$ cat config.mk
export PLATFORM = sky130hd
export DESIGN_NAME = strap_unit
export DESIGN_NICKNAME = d
export VERILOG_FILES = /design/src/rtl/strap_pkg.sv /design/src/rtl/strap_decide.sv /design/src/rtl/strap_csr_file.sv /design/src/rtl/strap_unit.sv
export SDC_FILE = /design/constraint.sdc
export NUM_CORES = 1
export LEC_CHECK = 0
export BUFFER_PORTS_ARGS = -buffer_cell sky130_fd_sc_hd__clkbuf_2
export CORE_UTILIZATION = 40
export CTS_CLUSTER_DIAMETER = 200
export DETAILED_ROUTE_END_ITERATION = 10
export GPL_ROUTABILITY_DRIVEN = 0
export GPL_TIMING_DRIVEN = 0
export MAX_ROUTING_LAYER = met4
export SYNTH_ARGS = -nofsm -noshare
export SYNTH_HDL_FRONTEND = slang
export SYNTH_SLANG_ARGS = --single-unit
export TNS_END_PERCENT = 10
$ cat constraint.sdc
create_clock -name clk -period 1.6 [get_ports clk]
set_input_delay 0.08 -clock clk [delete_from_list [all_inputs] [get_ports clk]]
set_output_delay 0.08 -clock clk [all_outputs]
set_load 0.05 [all_outputs]
$ cat src/rtl/strap_pkg.sv
package strap_pkg;

  typedef enum logic { PRIV_U = 1'b0, PRIV_S = 1'b1 } priv_e;

  typedef enum logic [2:0] {
    SEL_STATUS  = 3'd0,
    SEL_BASE    = 3'd1,
    SEL_EPC     = 3'd2,
    SEL_CAUSE   = 3'd3,
    SEL_SCRATCH = 3'd4,
    SEL_TVAL    = 3'd5
  } csr_sel_e;

  localparam logic [7:0] CODE_ECALL_U = 8'd8;
  localparam logic [7:0] CODE_ECALL_S = 8'd9;
  localparam logic [7:0] CODE_PF_INST = 8'd12;
  localparam logic [7:0] CODE_PF_LOAD = 8'd13;
  localparam logic [7:0] CODE_PF_STOR = 8'd15;
  localparam logic [7:0] CODE_IRQ_TMR = 8'd5;
  localparam logic [7:0] CODE_IRQ_EXT = 8'd9;

  localparam int ST_IE_BIT  = 1;
  localparam int ST_PRV_BIT = 8;

  function automatic logic is_page_fault(input logic [7:0] code);
    return (code == CODE_PF_INST) || (code == CODE_PF_LOAD) || (code == CODE_PF_STOR);
  endfunction

  function automatic logic [7:0] ecall_code(input priv_e from);
    return (from == PRIV_U) ? CODE_ECALL_U : CODE_ECALL_S;
  endfunction

endpackage

$ cat src/rtl/strap_decide.sv
module strap_decide
  import strap_pkg::*;
#(
  parameter int XLEN  = 64,
  parameter int EXC_W = 5
) (
  input  logic             exc_req,
  input  logic [EXC_W-1:0] exc_code,
  input  logic             ecall,
  input  logic             irq_ext,
  input  logic             irq_tmr,
  input  logic             sret,
  input  logic             ie,
  input  priv_e            priv,
  output logic             trap_fire,
  output logic             ret_fire,
  output logic             pf_hit,
  output logic [XLEN-1:0]  cause
);

  localparam int INTR_BIT = XLEN - 1;

  function automatic logic [XLEN-1:0] mk_cause(input logic intr, input logic [7:0] code);
    logic [XLEN-1:0] r;
    r = '0;
    r[7:0] = code;
    r[INTR_BIT] = intr;
    return r;
  endfunction

  logic       irq_live;
  logic [7:0] exc_code8;

  assign exc_code8 = 8'(exc_code);
  assign irq_live  = ie & (irq_ext | irq_tmr);
  assign trap_fire = exc_req | ecall | irq_live;
  assign ret_fire  = sret & ~trap_fire & (priv == PRIV_S);
  assign pf_hit    = exc_req & is_page_fault(exc_code8);

  always_comb begin
    if (exc_req)      cause = mk_cause(1'b0, exc_code8);
    else if (ecall)   cause = mk_cause(1'b0, ecall_code(priv));
    else if (irq_ext) cause = mk_cause(1'b1, CODE_IRQ_EXT);
    else              cause = mk_cause(1'b1, CODE_IRQ_TMR);
  end

endmodule

$ cat src/rtl/strap_csr_file.sv
module strap_csr_file
  import strap_pkg::*;
#(
  parameter int XLEN = 64
) (
  input  logic            clk,
  input  logic            rst_n,
  input  logic            trap_fire,
  input  logic            ret_fire,
  input  logic            pf_hit,
  input  logic [XLEN-1:0] cause_n,
  input  logic [XLEN-1:0] pc,
  input  logic [XLEN-1:0] fault_addr,
  input  logic            we,
  input  logic            re,
  input  logic [2:0]      sel,
  input  logic [XLEN-1:0] wdata,
  output logic [XLEN-1:0] rdata,
  output logic            deny,
  output logic            wr_ok,
  output priv_e           priv,
  output logic            ie,
  output priv_e           prev,
  output logic [XLEN-1:0] base,
  output logic [XLEN-1:0] epc,
  output logic [XLEN-1:0] scratch
);

  localparam logic [XLEN-1:0] BASE_MASK = ~(XLEN'(3));

  logic [XLEN-1:0] cause_q;
  logic [XLEN-1:0] tval_q;
  csr_sel_e        sel_e;

  function automatic logic [XLEN-1:0] pack_status(input logic ie_b, input priv_e pv);
    logic [XLEN-1:0] r;
    r = '0;
    r[ST_IE_BIT]  = ie_b;
    r[ST_PRV_BIT] = pv;
    return r;
  endfunction

  assign sel_e = csr_sel_e'(sel);
  assign wr_ok = we & (priv == PRIV_S) & ~trap_fire;
  assign deny  = (we | re) & (priv == PRIV_U);

  always_ff @(posedge clk) begin
    if (!rst_n) begin
      priv    <= PRIV_S;
      ie      <= 1'b0;
      prev    <= PRIV_U;
      base    <= '0;
      epc     <= '0;
      cause_q <= '0;
      scratch <= '0;
      tval_q  <= '0;
    end else if (trap_fire) begin
      ie      <= 1'b0;
      prev    <= priv;
      priv    <= PRIV_S;
      epc     <= pc;
      cause_q <= cause_n;
      tval_q  <= pf_hit ? fault_addr : '0;
    end else if (ret_fire) begin
      priv <= prev;
      prev <= PRIV_U;
    end else if (wr_ok) begin
      case (sel_e)
        SEL_STATUS: begin
          ie   <= wdata[ST_IE_BIT];
          prev <= priv_e'(wdata[ST_PRV_BIT]);
        end
        SEL_BASE:    base    <= wdata & BASE_MASK;
        SEL_EPC:     epc     <= wdata;
        SEL_CAUSE:   cause_q <= wdata;
        SEL_SCRATCH: scratch <= wdata;
        SEL_TVAL:    tval_q  <= wdata;
        default: ;
      endcase
    end
  end

  always_comb begin
    rdata = '0;
    if (priv == PRIV_S) begin
      case (sel_e)
        SEL_STATUS:  rdata = pack_status(ie, prev);
        SEL_BASE:    rdata = base;
        SEL_EPC:     rdata = epc;
        SEL_CAUSE:   rdata = cause_q;
        SEL_SCRATCH: rdata = scratch;
        SEL_TVAL:    rdata = tval_q;
        default:     rdata = '0;
      endcase
    end
  end

endmodule

$ cat src/rtl/strap_unit.sv
module strap_unit
  import strap_pkg::*;
#(
  parameter int XLEN  = 64,
  parameter int EXC_W = 5
) (
  input  logic             clk,
  input  logic             rst_n,
  input  logic [XLEN-1:0]  pc_i,
  input  logic             exc_req_i,
  input  logic [EXC_W-1:0] exc_code_i,
  input  logic [XLEN-1:0]  exc_addr_i,
  input  logic             ecall_i,
  input  logic             irq_tmr_i,
  input  logic             irq_ext_i,
  input  logic             sret_i,
  input  logic             csr_we_i,
  input  logic             csr_re_i,
  input  logic [2:0]       csr_sel_i,
  input  logic [XLEN-1:0]  csr_wdata_i,
  output logic [XLEN-1:0]  csr_rdata_o,
  output logic             csr_deny_o,
  output logic             redirect_o,
  output logic [XLEN-1:0]  next_pc_o,
  output logic             priv_o
);

  logic            trap_fire;
  logic            ret_fire;
  logic            pf_hit;
  logic            wr_ok;
  logic [XLEN-1:0] cause_n;
  priv_e           cur_priv;
  priv_e           st_prev;
  logic            st_ie;
  logic [XLEN-1:0] base_w;
  logic [XLEN-1:0] epc_w;
  logic [XLEN-1:0] scratch_w;
  logic            redir_q;
  logic [XLEN-1:0] npc_q;

  strap_decide #(.XLEN(XLEN), .EXC_W(EXC_W)) u_decide (
    .exc_req   (exc_req_i),
    .exc_code  (exc_code_i),
    .ecall     (ecall_i),
    .irq_ext   (irq_ext_i),
    .irq_tmr   (irq_tmr_i),
    .sret      (sret_i),
    .ie        (st_ie),
    .priv      (cur_priv),
    .trap_fire (trap_fire),
    .ret_fire  (ret_fire),
    .pf_hit    (pf_hit),
    .cause     (cause_n)
  );

  strap_csr_file #(.XLEN(XLEN)) u_csr (
    .clk        (clk),
    .rst_n      (rst_n),
    .trap_fire  (trap_fire),
    .ret_fire   (ret_fire),
    .pf_hit     (pf_hit),
    .cause_n    (cause_n),
    .pc         (pc_i),
    .fault_addr (exc_addr_i),
    .we         (csr_we_i),
    .re         (csr_re_i),
    .sel        (csr_sel_i),
    .wdata      (csr_wdata_i),
    .rdata      (csr_rdata_o),
    .deny       (csr_deny_o),
    .wr_ok      (wr_ok),
    .priv       (cur_priv),
    .ie         (st_ie),
    .prev       (st_prev),
    .base       (base_w),
    .epc        (epc_w),
    .scratch    (scratch_w)
  );

  always_ff @(posedge clk) begin
    if (!rst_n) begin
      redir_q <= 1'b0;
      npc_q   <= '0;
    end else begin
      redir_q <= trap_fire | ret_fire;
      if (trap_fire)     npc_q <= base_w;
      else if (ret_fire) npc_q <= epc_w;
    end
  end

  assign redirect_o = redir_q;
  assign next_pc_o  = npc_q;
  assign priv_o     = cur_priv;

endmodule

==> results.yml <==
run_status:
  status: "complete, but fails checks"
  violations: "negative setup slack"
route:
  routedWlPerCell_um: 26.4
  finalWirelength_um: 100000
  dr_total_vias: 24300
  firstDrtPassIters: 8
  ant_nets: 0
  vias_per_cell: 6.38
  drc: 0
  drt_iter0_drc: 3089
worst_setup_path:
  r2r-end: "u_csr.scratch[17]$_SDFFE_PN0P_"
  crit_top_cell: "clkbuf_16"
  start_kind: "register"
  crit_required_ns: 1.52
  cp_cell_sequence: "buf_12 > buf_16 > clkbuf_16 > o221a_4 > clkbuf_16"
  critPathMaxStageDelay_ns: 0.40
  ff2ff_setup_slack_ns: -0.30
  cp_slowest_cell: "dfxtp_4"
  reg2regPathDepth: 7
  crit_fanout: 10
  crit_type: "register to primary output"
  reg2reg_from: "u_csr.priv$_SDFFE_PP1P_"
  end_kind: "primary output"
  critical_path_arrival_ns: 1.87
cells_and_area:
  design_area_um2: 29300
  area_growth_syn_to_layout_pct: 41.9
  final_net_count: 3306
  drive_gt1_share_pct: 23.6
  n_fill_cell: 4471
  final-instance-count-excl-fill: 3804
place:
  place_area_um2: 23200
  portBuffers: 335
  dp_hpwl_um: 71200
  dp_cells: 3501
  pre_cts_ws_ns: -1.65
global_routing:
  grt_pass1_vias: 23300
  grt_busiest_layer: "met2"
  gr-usage-met2_pct: 56.4
  grt_use_met1_pct: 47.4
  overflow: 0
  grtUsageTotal_pct: 37.7
  use_met3_pct: 8.53
  grt_max_degree: 13
  antenna_found_initial: 3
  grt_pass1_wl_um: 146000
pwr:
  sequentialPowerShare_pct: 38.4
  p_sw_uw: 7840
  p_int_uw: 18600
  switching_share_pct: 29.7
  powerDensity_nw_per_um2: 902
  clockPowerShare_pct: 40.9
  combPwrFrac_pct: 20.7
  peakVddDrop_uv: 717
  p_leak_uw: 0.0120
die:
  dieHeight_um: 229
  start_util_pct: 40.8
  boundaryPins: 340
  num_rows: 82
  dieWidth_um: 229
  core_um2: 50600
  die_area_um2: 52500
clocking:
  path_clk_slew_ns: 0.06
  cts_buffers: 44
  cts_sinks: 386
  insertion_delay_ns: 0.59
  cts_max_level: 2
  cts_tree: "yes"
  cts_buffer_depth: 3
  clockRootBuffer: "clkbuf_16"
timing:
  report.final.hold_viol_count: 0
  period_needed_ns: 1.95
  setup_viol: 381
  tightest_slew_ns: 1.22
  rsz0062_at_grt: "true"
  slew_viol_final: 0
  finalHoldWorstSlack_ns: 0.0280
  fmax_mhz: 513
  clock_skew_ns: 0.0171
  layout_setup_ws_ns: -0.350
  slew_headroom_pct: 18.4
  fin_crit_sh_pct: 122
min_path:
  hold_path_end: "u_csr.cause_q[63]$_SDFFE_PN0P_"
  min_from: "exc_req_i"
  whs_path_depth: 4
  hold_path_class: "input port to register"
synthesis:
  ys_warn_count: 0
  synth_ff_type: "dfxtp_1"
  syn_area_um2: 20600
  syn_area_per_cell_um2: 8.28
  ys_seq_elements: 386
  synthArstFlopShare_pct: 0
  syn_inst: 2494
  synth_cell_types: 54
  seq_area_frac_synth_pct: 37.4
  syn_nets: 2703
  synth_edf_count: 0
run:
  cap_violations: 0
-- worst max path at each step --
| stage | from | end | slack [ns] | depth (start not counted) |
|---|---|---|---|---|
| finish | u_csr.priv$_SDFFE_PP1P_ | csr_rdata_o[1] | -0.35 | 5 |
| CTS | u_csr.priv$_SDFFE_PP1P_ | csr_rdata_o[8] | -0.35 | 5 |
| global placement | irq_ext_i | next_pc_o[1]$_SDFFE_PN0P_ | -1.59 | 7 |
| floorplan | u_csr.priv$_SDFFE_PP1P_ | u_csr.scratch[10]$_SDFFE_PN0P_ | 0.008 | 6 |
| global route | u_csr.priv$_SDFFE_PP1P_ | csr_rdata_o[8] | -0.34 | 5 |
| detailed placement | irq_tmr_i | u_csr.cause_q[60]$_SDFFE_PN0P_ | -1.65 | 7 |
-- final cells by class --
type / count / area (um2) / area share (%)
Timing Repair Buffer: 558 / 5020 / 17.1
Buffer: 332 / 2270 / 7.74
Clock inverter: 7 / 160 / 0.547
Multi-Input combinational cell: 1710 / 11700 / 39.9
Sequential cell: 386 / 7740 / 26.4
Inverter: 65 / 244 / 0.833
Tap cell: 672 / 841 / 2.87
Clock buffer: 69 / 1340 / 4.56
Antenna cell: 5 / 12.5 / 0.0427
-- metrics by stage --
step / power, uW / utilization (%) / setup TNS (ns)
after floorplan: 12800 / - / 0
after global placement: 14400 / 45.8 / -432.94
after detailed placement: 14500 / 45.8 / -448.64
after CTS: 26000 / 57.1 / -42.00
after global routing: 26900 / 57.9 / -62.19
final: 26400 / 57.9 / -55.30
-- power groups by stage --
stage	Combinational, uW	Sequential [uW]	Clock (uW)
detailed placement	4120	10300	0
global placement	4080	10300	0
CTS	5180	10100	10700
floorplan	2340	10500	0
finish	5480	10100	10800
global route	5680	10200	11100
-- sequential cells by signal, indices dropped and copies added (netlist names) --
| signal | cells |
|---|---|
| u_csr.epc | 64 |
| u_csr.base | 62 |
| u_csr.prev | 1 |
| u_csr.scratch | 64 |
| u_csr.priv | 1 |
| next_pc_o | 64 |
| redirect_o | 1 |
| u_csr.ie | 1 |
| u_csr.tval_q | 64 |
| u_csr.cause_q | 64 |
-- routing by layer --
layer,wire length (um),vias up
met5,0,-
met4,5970,0
met3,10700,355
met2,43500,1602
met1,40200,11700
li1,-,10700
-- synth_stat cells, types with 3 or more instances --
master     count  area [um2]
nor2b_1        3        18.8
o21ai_0      128         641
clkbuf_1     217         815
a2111o_1       3        33.8
nand2_1      263         987
buf_1          8        30.0
buf_12         6         120
nand2b_1       4        25.0
buf_2         96         480
nor2_1         6        22.5
o221ai_1      61         534
a21oi_1      313        1570
buf_6          3        33.8
nand4b_1      64         561
o22ai_1       62         388
dfxtp_1      386        7730
mux2i_1      193        1930
a311oi_1     129        1130
and3_1       189        1180
o2111ai_1     61         534
nor3_1         4        20.0
inv_1         64         240
a221oi_1       4        35.0
nand3_1      128         641
o311a_1       64         641
-- timing repair --
action	CTS	global route
hold buffers	200	0
pin swaps	38	20
cloned	2	2
resized for setup	474	173
endpoints found under the hold margin	319	0
endpoints found under the setup margin	449	445
setup buffers	14	5
-- logic make-up after synthesis --
logic type,share of synthesized area [%]
AOI/OAI and AO/OA,27.3
muxes,9.36
DFF,37.4
buffers and inverters,8.44
and+or+nand+nor,17.5
-- layout by cell type (no fill, tap or decap), drive strengths merged, types with 3 or more instances in the layout --
| master | n |
|---|---|
| nand4b | 64 |
| bufinv | 5 |
| a2111o | 3 |
| nor3 | 4 |
| o21ai | 129 |
| buf | 172 |
| inv | 64 |
| o221ai | 61 |
| a311oi | 129 |
| dlygate4sd3 | 200 |
| nor2b | 3 |
| nand2 | 263 |
| nand2b | 4 |
| dfxtp | 386 |
| clkinv | 3 |
| mux2i | 193 |
| nand3 | 128 |
| diode | 5 |
| o2111ai | 61 |
| a21oi | 313 |
| and3 | 189 |
| o311a | 64 |
| o22ai | 62 |
| clkbuf | 587 |
| nor2 | 7 |
| a221oi | 4 |
-- critical path: cells and delay by family (launching register included) --
kind            cells  cell delay [ns]
compound gates      1             0.21
buf+inv             4             0.66
flops               1             0.40
Power figures use the tool's default switching activity.
